### config.mk
export PLATFORM = sky130hd
export DESIGN_NAME = cegate_top
export DESIGN_NICKNAME = d
export VERILOG_FILES = /design/src/rtl/cegate_pkg.sv /design/src/rtl/cegate_timer.sv /design/src/rtl/cegate_ctrl.sv /design/src/rtl/cegate_outreg.sv /design/src/rtl/cegate_top.sv
export SDC_FILE = /design/constraint.sdc
export NUM_CORES = 1
export LEC_CHECK = 0
export BUFFER_PORTS_ARGS = -buffer_cell sky130_fd_sc_hd__buf_2
export CORE_MARGIN = 3
export CORE_UTILIZATION = 50
export DETAILED_ROUTE_END_ITERATION = 8
export PLACE_DENSITY = 0.68
export RECOVER_POWER = 50
export SLEW_MARGIN = 20
export SYNTH_ARGS = -nofsm -noshare
export SYNTH_HDL_FRONTEND = slang
export SYNTH_SLANG_ARGS = --single-unit
### constraint.sdc
create_clock -name clk -period 2.1 [get_ports clk]
set_input_delay 0.315 -clock clk [delete_from_list [all_inputs] [get_ports clk]]
set_output_delay 0.315 -clock clk [all_outputs]
set_load 0.1 [all_outputs]
### src/rtl/cegate_pkg.sv
package cegate_pkg;
  typedef enum logic [1:0] {
    GS_PASS  = 2'd0,
    GS_GRACE = 2'd1,
    GS_HOLD  = 2'd2
  } gate_state_t;
endpackage

### src/rtl/cegate_timer.sv
module cegate_timer #(
  parameter int GRACE_CYC = 1875,
  localparam int CW = $clog2(GRACE_CYC + 1)
) (
  input  logic clk,
  input  logic rst,
  input  logic start,
  input  logic adv,
  output logic expired
);
  logic [CW-1:0] cnt_q;

  assign expired = (cnt_q == CW'(GRACE_CYC));

  always_ff @(posedge clk) begin
    if (rst) begin
      cnt_q <= '0;
    end else if (start) begin
      cnt_q <= CW'(1);
    end else if (adv && !expired) begin
      cnt_q <= cnt_q + CW'(1);
    end
  end
endmodule

### src/rtl/cegate_ctrl.sv
module cegate_ctrl
  import cegate_pkg::*;
(
  input  logic clk,
  input  logic rst,
  input  logic ce_in_n,
  input  logic fault,
  input  logic out_q,
  input  logic expired,
  output logic out_d,
  output logic tmr_start,
  output logic tmr_adv
);
  gate_state_t st_q, st_d;

  always_comb begin
    st_d      = st_q;
    out_d     = 1'b1;
    tmr_start = 1'b0;
    tmr_adv   = 1'b0;
    unique case (st_q)
      GS_PASS: begin
        if (!fault) begin
          out_d = ce_in_n;
        end else if (!out_q && !ce_in_n) begin
          // access already passed through: let it finish
          st_d      = GS_GRACE;
          out_d     = 1'b0;
          tmr_start = 1'b1;
        end else begin
          st_d = GS_HOLD;
        end
      end
      GS_GRACE: begin
        if (!fault) begin
          st_d  = GS_PASS;
          out_d = ce_in_n;
        end else if (ce_in_n || expired) begin
          st_d = GS_HOLD;
        end else begin
          out_d   = 1'b0;
          tmr_adv = 1'b1;
        end
      end
      GS_HOLD: begin
        if (!fault) begin
          st_d  = GS_PASS;
          out_d = ce_in_n;
        end
      end
      default: st_d = GS_HOLD;
    endcase
  end

  always_ff @(posedge clk) begin
    if (rst) st_q <= GS_PASS;
    else     st_q <= st_d;
  end
endmodule

### src/rtl/cegate_outreg.sv
module cegate_outreg (
  input  logic clk,
  input  logic rst,
  input  logic d,
  output logic q
);
  always_ff @(posedge clk) begin
    if (rst) q <= 1'b1;
    else     q <= d;
  end
endmodule

### src/rtl/cegate_top.sv
module cegate_top #(
  parameter int GRACE_CYC = 1875
) (
  input  logic clk,
  input  logic rst,
  input  logic ce_in_n,
  input  logic fault,
  output logic ce_out_n
);
  logic out_d, tmr_start, tmr_adv, expired;

  cegate_ctrl u_ctrl (
    .clk       (clk),
    .rst       (rst),
    .ce_in_n   (ce_in_n),
    .fault     (fault),
    .out_q     (ce_out_n),
    .expired   (expired),
    .out_d     (out_d),
    .tmr_start (tmr_start),
    .tmr_adv   (tmr_adv)
  );

  cegate_timer #(.GRACE_CYC(GRACE_CYC)) u_timer (
    .clk     (clk),
    .rst     (rst),
    .start   (tmr_start),
    .adv     (tmr_adv),
    .expired (expired)
  );

  cegate_outreg u_out (
    .clk (clk),
    .rst (rst),
    .d   (out_d),
    .q   (ce_out_n)
  );
endmodule

==> impl_metrics.toml <==
[run_status]
status = "completed"

[critical_path]
worstPathArrival_ns = 1.51
cp_top_family = "buffers and inverters"
max_stage_delay_ns = 0.87
slowest_stage = "clkbuf_1"
rr_worst_depth = 5
start_kind = "flip-flop"
cp.required_ns = 1.78
critical_path_buf_inv_count = 1
cp_num_cells = 1
path_max_fanout = 4
criticalPathCategory = "flip-flop to output port"
crit_chain = "clkbuf_1"
end_kind = "output port"

[grt]
grt_pass1_wl_mm = 2.01
grt_max_degree = 11
grt_pass1_vias = 473
antenna_found_initial = 0
grt_overflow = 0
track_usage_pct = 14.3

[clock_tree]
clockBufferDepth = 2
clock_latency_ns = 0.27
cts-root-buf = "clkbuf_4"
cts_max_level = 1
cts_setup_buffers = 0
cts_made_buffers = 3
cts_tree = "done"
cts_hold_buf = 0
clk_pin_slew_ns = 0.08
cts_resized = 0
clock-sinks = 14

[power]
power_w = 0.000440
leakage_nw = 0.255
peakVddDrop_uv = 315
p_per_area_mw_per_mm2 = 608

[synthesis]
synth_edf_count = 0
async_flop_share_pct = 0
synth_top_area_share_pct = 40.3
seq_area_frac_synth_pct = 40.3
ys_ff_latch = 14
syn_inst = 76
synth_ff_type = "dfxtp_1"
synth_area_per_cell_um2 = 9.15
netlist_area_um2 = 696
yosys_warnings = 0
yosys-top-cells-area = "dfxtp_1 (40%), xor2_1 (7.6%), a21oi_1 (5.0%)"
syn_nets = 81
synth.top_cells.by_count = "dfxtp_1 (14), a21oi_1 (7), nor2_1 (7)"
ys_types = 30
yosysTopAreaCell = "dfxtp_1"
yosysMostFrequentCell = "dfxtp_1"

[sta]
finalMaxSlewViolations = 0
max_freq_mhz = 549
slew_headroom_pct = 23.6
finalSetupViolations = 0
finalCritPeriodShare_pct = 86.7
tightest_slew_ns = 1.15
fin_worst_skew_ns = 0.00626
setup_tns_ns = 0
hold_viol = 0
rsz0062_at_grt = "false"
period_needed_ns = 1.82

[detailed_routing]
drt-pass1-iter-count = 2
viasPerCell = 5.76
wl_per_cell_um = 12.6
num_vias = 547
drc = 0
ant_nets = 0
wl_mm = 1.20
detail_route.iter0.violations = 1

[place]
gp_congestion = 0.740
io_buffers = 4
hpwl_um = 914
dp_cells = 92

[final_layout]
antenna_cells = 0
nNetsFinal = 88
nFillCells = 119
multiInputGateArea_um2 = 385
syn_to_final_growth_pct = 4.14
final_cells = 95
regArea_um2 = 280
utilization_pct = 60.3
drive_above_1_share_pct = 8.64

[floorplanning]
die_width_um = 43.3
die_y_um = 43.3
die_area_mm2 = 0.00187
rows = 12
num_io_pins = 5
core-area_mm2 = 0.00120
start_util_pct = 57.9

[job]
maxCapViolations = 0

[min_path]
holdPathStages = 2
hold_path_class = "primary input to flip-flop"
[power by group]
group	switching [W]	internal, W	leakage [nW]
combinational	0.0000174	0.00000848	0.128
clock	0.0000758	0.0000663	0.0138
sequential	0.00000386	0.000268	0.113
[path summary, 6_finish.rpt]
path,from,to,slack (ns)
hold / removal,rst,u_timer.cnt_q[0],0.26
hold reg to reg,u_timer.cnt_q[10],u_timer.cnt_q[10],0.51
setup / recovery,u_out.q,ce_out_n,0.28
setup reg to reg,u_timer.cnt_q[0],u_timer.cnt_q[1],0.42
[sequential cells by signal, indices dropped and copies added, names as in the netlist]
| signal | count |
|---|---|
| u_timer.cnt_q | 11 |
| u_out.q | 1 |
| u_ctrl.st_q | 2 |
[cells by family (layout without fill, tap and decap cells)]
logic type | after synthesis | in the layout | synth area share (%)
adder cells (fa/ha/maj) | 1 | 1 | 1.80
AO/OA/AOI/OAI | 15 | 15 | 12.6
buffers and inverters | 2 | 7 | 2.16
AND/OR/NAND/NOR | 36 | 36 | 32.9
XOR/XNOR | 7 | 7 | 8.81
flip-flops | 14 | 14 | 40.3
multiplexers | 1 | 1 | 1.44
[layer usage]
metal  up-vias  GRT usage, %  wire [um]
met1       255          17.7        589
li1        288             -          -
met5         -             0          0
met4         0          7.23          0
met3         0          3.81         29
met2         4          22.7        580
[per-stage QoR]
step	hold slack (ns)	instance area (um^2)	worst slack, ns
5_1_grt	0.258	724	0.242
6_report	0.256	724	0.279
2_1_floorplan	0.384	696	0.469
3_3_place_gp	0.487	718	0.427
3_5_place_dp	0.494	718	0.410
4_1_cts	0.242	741	0.387
[cell usage in the layout (no fill, tap or decap)]
| master | n |
|---|---|
| and3_1 | 1 |
| a31oi_1 | 1 |
| xnor2_1 | 1 |
| nand2_1 | 6 |
| o21ai_0 | 4 |
| or3_1 | 2 |
| dfxtp_1 | 14 |
| a21o_1 | 1 |
| and4_1 | 1 |
| clkbuf_1 | 1 |
| mux2i_1 | 1 |
| and2_1 | 3 |
| buf_2 | 3 |
| a2111o_1 | 1 |
| o31ai_1 | 1 |
| and4bb_2 | 1 |
| nand4bb_1 | 1 |
| or3b_1 | 1 |
| a21oi_1 | 7 |
| nor4_1 | 1 |
| nand3b_1 | 1 |
| and4bb_1 | 1 |
| clkbuf_4 | 3 |
| nor4bb_1 | 1 |
| xor2_1 | 6 |
| nand4_1 | 3 |
| nand3_1 | 5 |
| nor2_1 | 7 |
| nand2b_1 | 1 |
| ha_1 | 1 |
[cell type report]
class                   count  share of cell area (%)
repair buffers              4                    2.59
clock buffers               3                    3.11
well taps                  14                    2.42
flip-flops and latches     14                    38.7
multi-input cells          60                    53.2
Note: power is estimated with default switching activity, not from simulation.
